===== src/rtl/interval_timer.sv =====
module interval_timer #(
  parameter int CNT_W   = 16,
  parameter int SCALE_W = 8
) (
  input  logic               clk,
  input  logic               rst_n,
  input  logic               wr_en,
  input  logic [1:0]         wr_sel,
  input  logic [CNT_W-1:0]   wr_data,
  output logic               irq
);

  localparam logic [1:0] SEL_CNT   = 2'd0;
  localparam logic [1:0] SEL_SCALE = 2'd1;
  localparam logic [1:0] SEL_PER   = 2'd2;
  localparam logic [1:0] SEL_CTL   = 2'd3;

  logic [CNT_W-1:0]   cnt_q, per_q;
  logic [SCALE_W-1:0] scale_q, pre_q;
  logic               en_q, irq_q;

  wire wr_cnt   = wr_en && (wr_sel == SEL_CNT);
  wire wr_scale = wr_en && (wr_sel == SEL_SCALE);
  wire wr_per   = wr_en && (wr_sel == SEL_PER);
  wire wr_ctl   = wr_en && (wr_sel == SEL_CTL);

  wire [SCALE_W-1:0] last_pre = (scale_q == '0) ? '0 : scale_q - SCALE_W'(1);
  wire tick = en_q && (pre_q >= last_pre);
  wire fire = tick && (cnt_q == '0) && !wr_cnt;

  always_ff @(posedge clk) begin
    if (!rst_n) begin
      cnt_q   <= '0;
      per_q   <= '0;
      scale_q <= '0;
      pre_q   <= '0;
      en_q    <= 1'b0;
      irq_q   <= 1'b0;
    end else begin
      if (wr_scale) scale_q <= wr_data[SCALE_W-1:0];
      if (wr_per)   per_q   <= wr_data;
      if (wr_ctl)   en_q    <= wr_data[0];
      if (wr_cnt) begin
        cnt_q <= wr_data;
        pre_q <= '0;
      end else if (tick) begin
        pre_q <= '0;
        cnt_q <= (cnt_q == '0) ? per_q : cnt_q - CNT_W'(1);
      end else if (en_q) begin
        pre_q <= pre_q + SCALE_W'(1);
      end
      irq_q <= fire;
    end
  end

  assign irq = irq_q;

  assert_irq_needs_enable_R4: assert property (@(posedge clk) disable iff (!rst_n)
    irq |-> $past(en_q));

  assert_reload_on_fire_R5: assert property (@(posedge clk) disable iff (!rst_n)
    irq |-> (cnt_q == $past(per_q)));

  assert_hold_when_off_R8: assert property (@(posedge clk) disable iff (!rst_n)
    (!en_q && !wr_en) |=> ($stable(cnt_q) && $stable(pre_q)));

  assert_step_only_on_tick_R2: assert property (@(posedge clk) disable iff (!rst_n)
    (!tick && !wr_en) |=> $stable(cnt_q));

  assert_zero_scale_every_cycle_R3: assert property (@(posedge clk) disable iff (!rst_n)
    (scale_q == '0 && en_q && !wr_en) |=> (pre_q == '0));

endmodule


===== config.mk =====
export PLATFORM = sky130hd
export DESIGN_NAME = interval_timer
export DESIGN_NICKNAME = d
export VERILOG_FILES = /design/src/rtl/interval_timer.sv
export SDC_FILE = /design/constraint.sdc
export NUM_CORES = 1
export LEC_CHECK = 0
export BUFFER_PORTS_ARGS = -buffer_cell sky130_fd_sc_hd__buf_2
export CORE_AREA = 2 2 93 95
export DETAILED_ROUTE_END_ITERATION = 12
export DIE_AREA = 0 0 95 97
export SYNTH_ARGS = -nofsm -noshare
export SYNTH_HDL_FRONTEND = slang
export SYNTH_SLANG_ARGS = --single-unit

===== constraint.sdc =====
create_clock -name clk -period 9.49 [get_ports clk]
set_input_delay 1.898 -clock clk [delete_from_list [all_inputs] [get_ports clk]]
set_output_delay 1.898 -clock clk [all_outputs]
set_load 0.02 [all_outputs]

==> summary.md <==
| Metric | Value |
|---|---|
| Post-Syn Instances | `339` |
| Hold path startpoint | `per_q[11]` |
| Register area share after synthesis | `35.32%` |
| Filler cell count | `835` |
| Die Wd | `95 um` |
| Ratio of cells with drive above 1 in the final layout | `12.75%` |
| Flops & latches, synth | `50` |
| # rows | `33` |
| WHS Endpoint | `per_q[11]` |
| Worst hold margin | `0.4691 ns` |
| Post-synthesis simple-gate area fraction | `26.09%` |
| # IOs | `22` |
| Starting Density | `34.84%` |
| Tightest Pin Transition | `1.201 ns` |
| Final Hold Fails | `0` |
| Max_cap viols | `0` |
| RSZ-0062 raised after global routing | `no` |
| Post-detailed-routing wire length | `6.748 mm` |
| First-iteration detailed-routing DRC count | `80` |
| Reg2reg end | `cnt_q[9]` |
| GP Congestion | `0.8704` |
| Initial antenna violation count | `0` |
| Clock Latency Late Sink | `0.31 ns` |
| Vias in the first global route | `2374` |
| Final #Nets | `385` |
| WL/cell | `14.73 um` |
| Critical R2R Launch | `scale_q[0]` |
| Largest family of logic cells by synthesized area | `simple AND/OR/NAND/NOR gates` |
| Postcts setup bufs | `0` |
| Status | `complete, no violations` |
| H-tree depth | `2` |
| Peak supply drop | `0.00007735 V` |
| DRC viols | `0` |
| Total track usage | `15.42%` |
| Clk root buf | `clkbuf_8` |
| Setup Crit Path Kind | `flip-flop to flip-flop` |
| First-pass GRT wire length | `11.61 mm` |
| Diode count | `0` |
| Crit share post-route | `45.67%` |
| Die Y | `97 um` |
| Final design utilization | `38.52%` |
| Reg2reg path depth | `12` |
| Synth area leaders | `dfxtp_1 35%, nand2_1 7.7%, ha_1 5.3%, a21boi_0 4.2%, mux2i_1 3.5%` |
| Clk_skew | `0.01658 ns` |
| Pin count of the biggest net entering global routing | `44` |
| Syn nets | `372` |
| Post-Syn Area | `2834 sq um` |
| FFs w/ async S/R, synth | `0%` |
| CTS Buffer Depth | `2` |
| Yosys warns | `0` |
| CP arrival | `4.53 ns` |
| Synth Flop Type | `dfxtp_1` |
| Critical path capture point type | `flip-flop` |
| Final Cell Area | `3133 sq um` |
| Crit start category | `flip-flop` |
| Clk slew on worst S/H paths | `0.10 ns` |
| Synth Area in Adders | `5.298%` |
| R2R Setup Slk | `5.16 ns` |
| Post-synth EDFFs | `0` |
| Post-Synth XOR/XNOR Area | `4.945%` |
| Crit-path max FO | `13` |
| Number of port buffers | `21` |
| Clk sink count | `50` |
| Min cycle time layout | `4.334 ns` |
| Pwr/cell area | `157.2 nW/um^2` |
| Worst rel slew slack | `19.91%` |
| Hold-fix buffers at CTS | `0` |
| Top cell type by total area after synthesis | `dfxtp_1` |
| Avg Inst Size Synth | `8.360 sq um` |
| FMAX | `0.2307 GHz` |
| Hold depth | `2` |
| Max-slew violation count | `0` |
| Pre-Repair DR Iteration Count | `4` |
| Post-cts resize count | `0` |
| Area of the core | `8134 sq um` |
| CP required | `9.68 ns` |
| DP HPWL | `4.721 mm` |
| Dpl cell area | `3023 sq um` |
| Vias/cell | `5.338` |
| Tot Pwr | `492.6 uW` |
| TNS Setup | `0 ns` |
| Yosys cell types | `53` |
| Synthesis-to-layout area growth | `10.55%` |
| Grt total ovfl | `0` |
| Compound-Gate Fraction of Synth Area | `20.71%` |
| Leak | `1.253 nW` |
| Routed vias | `2445` |
| CTS tree | `done` |
| Post-synth top area share | `35.32%` |
| Number of endpoints failing setup at the final stage | `0` |
| Hold Crit Class | `flip-flop to flip-flop` |
| Num CTS Buffers | `5` |
| Mux contribution to synthesized area | `4.327%` |
| Final ANT Viol Nets | `0` |
| DIE AREA | `9215 sq um` |
==> worst max path at each step <==
stage,end,cells after the start,slack (ns),start
after floorplan,cnt_q[0],13,6.15,scale_q[0]
after global placement,cnt_q[9],12,5.30,scale_q[0]
after detailed placement,cnt_q[9],12,5.14,scale_q[0]
after CTS,cnt_q[9],12,5.10,scale_q[0]
after global routing,cnt_q[9],12,4.86,scale_q[0]
final,cnt_q[9],12,5.16,scale_q[0]
==> through the flow <==
stage / cells / setup slack, ns
6_report: 458 / 5.156
5_1_grt: 458 / 4.856
4_1_cts: 458 / 5.103
3_5_place_dp: 450 / 5.143
3_3_place_gp: 450 / 5.305
2_1_floorplan: 339 / 6.153
==> cells in the mapped netlist (all sizes together) (2+ instances only) <==
master   count
nand2b       3
o31ai        6
mux2i       10
o221a        3
nor3b        2
xor2         9
a21oi        9
nand2       59
ha          12
dfxtp       50
and3         4
a2111oi      2
o41ai        2
a32o         2
mux2         2
nor4         7
nor2b        9
or2          2
clkbuf      16
inv          9
xnor2        7
nand3       10
nor4b        3
a21boi      16
nor3         6
o21ai       17
a31oi       10
o211ai       4
and2         2
nand4        5
or3          4
nor2        19
a211o        3
a21o         2
==> cell usage in the layout (no fill, tap or decap), drive strengths merged, types with 5 or more instances in the layout <==
master	netlist	routed
nand2	59	59
dfxtp	50	50
buf	0	22
nor2	19	19
o21ai	17	17
a21boi	16	16
ha	12	12
nand3	10	10
mux2i	10	10
a31oi	10	10
inv	9	9
xor2	9	9
a21oi	9	9
nor2b	9	9
xnor2	7	7
nor4	7	7
o31ai	6	6
nor3	6	6
clkbuf	16	6
nand4	5	5
==> routing by layer <==
| metal | up-vias | global-route usage, % | wire, um |
|---|---|---|---|
| met5 | - | 0 | 0 |
| met4 | 0 | 2.899 | 42 |
| li1 | 1242 | - | - |
| met1 | 1175 | 20.88 | 3276 |
| met3 | 5 | 2.726 | 140 |
| met2 | 23 | 25.70 | 3288 |
==> sequential cells by signal, indices dropped and copies added, names as in the netlist <==
| name | flops |
|---|---|
| irq | 1 |
| per_q | 16 |
| pre_q | 8 |
| en_q | 1 |
| cnt_q | 16 |
| scale_q | 8 |
==> worst max-delay path: stages, from the launching register on <==
cell and delay [ns]:
dfxtp_1 0.33, inv_1 0.09, ha_1 0.20, nand2_1 0.09
or3_1 0.36, or3_1 0.41, and2_1 0.19, ha_1 0.26
nand2b_1 0.14, a2111o_1 0.42, a32oi_1 0.96, nand2_1 0.39
o221a_2 0.37
==> logic make-up after synthesis <==
group                      after synthesis
AOI/OAI and AO/OA                       84
DFF                                     50
xor gates and xnor gates                16
and+or+nand+nor                        140
muxes                                   12
buffers and inverters                   25
adders and majority gates               12
==> report_power, final <==
part	switching, mW	leakage, nW	internal (mW)
Combinational	0.0649	0.795	0.0491
Sequential	0.00920	0.406	0.217
Clock	0.0733	0.0514	0.0788
==> final cells by class <==
class | count | area [sq um] | share of cell area (%)
flip-flops and latches | 50 | 1001 | 31.95
repair buffers | 22 | 112.6 | 3.594
clock inverters | 2 | 37.54 | 1.198
multi-input cells | 264 | 1744 | 55.67
inverters | 9 | 33.78 | 1.078
well taps | 105 | 131.4 | 4.193
clock buffers | 6 | 72.57 | 2.316
Note: power is estimated with default switching activity, not from simulation.
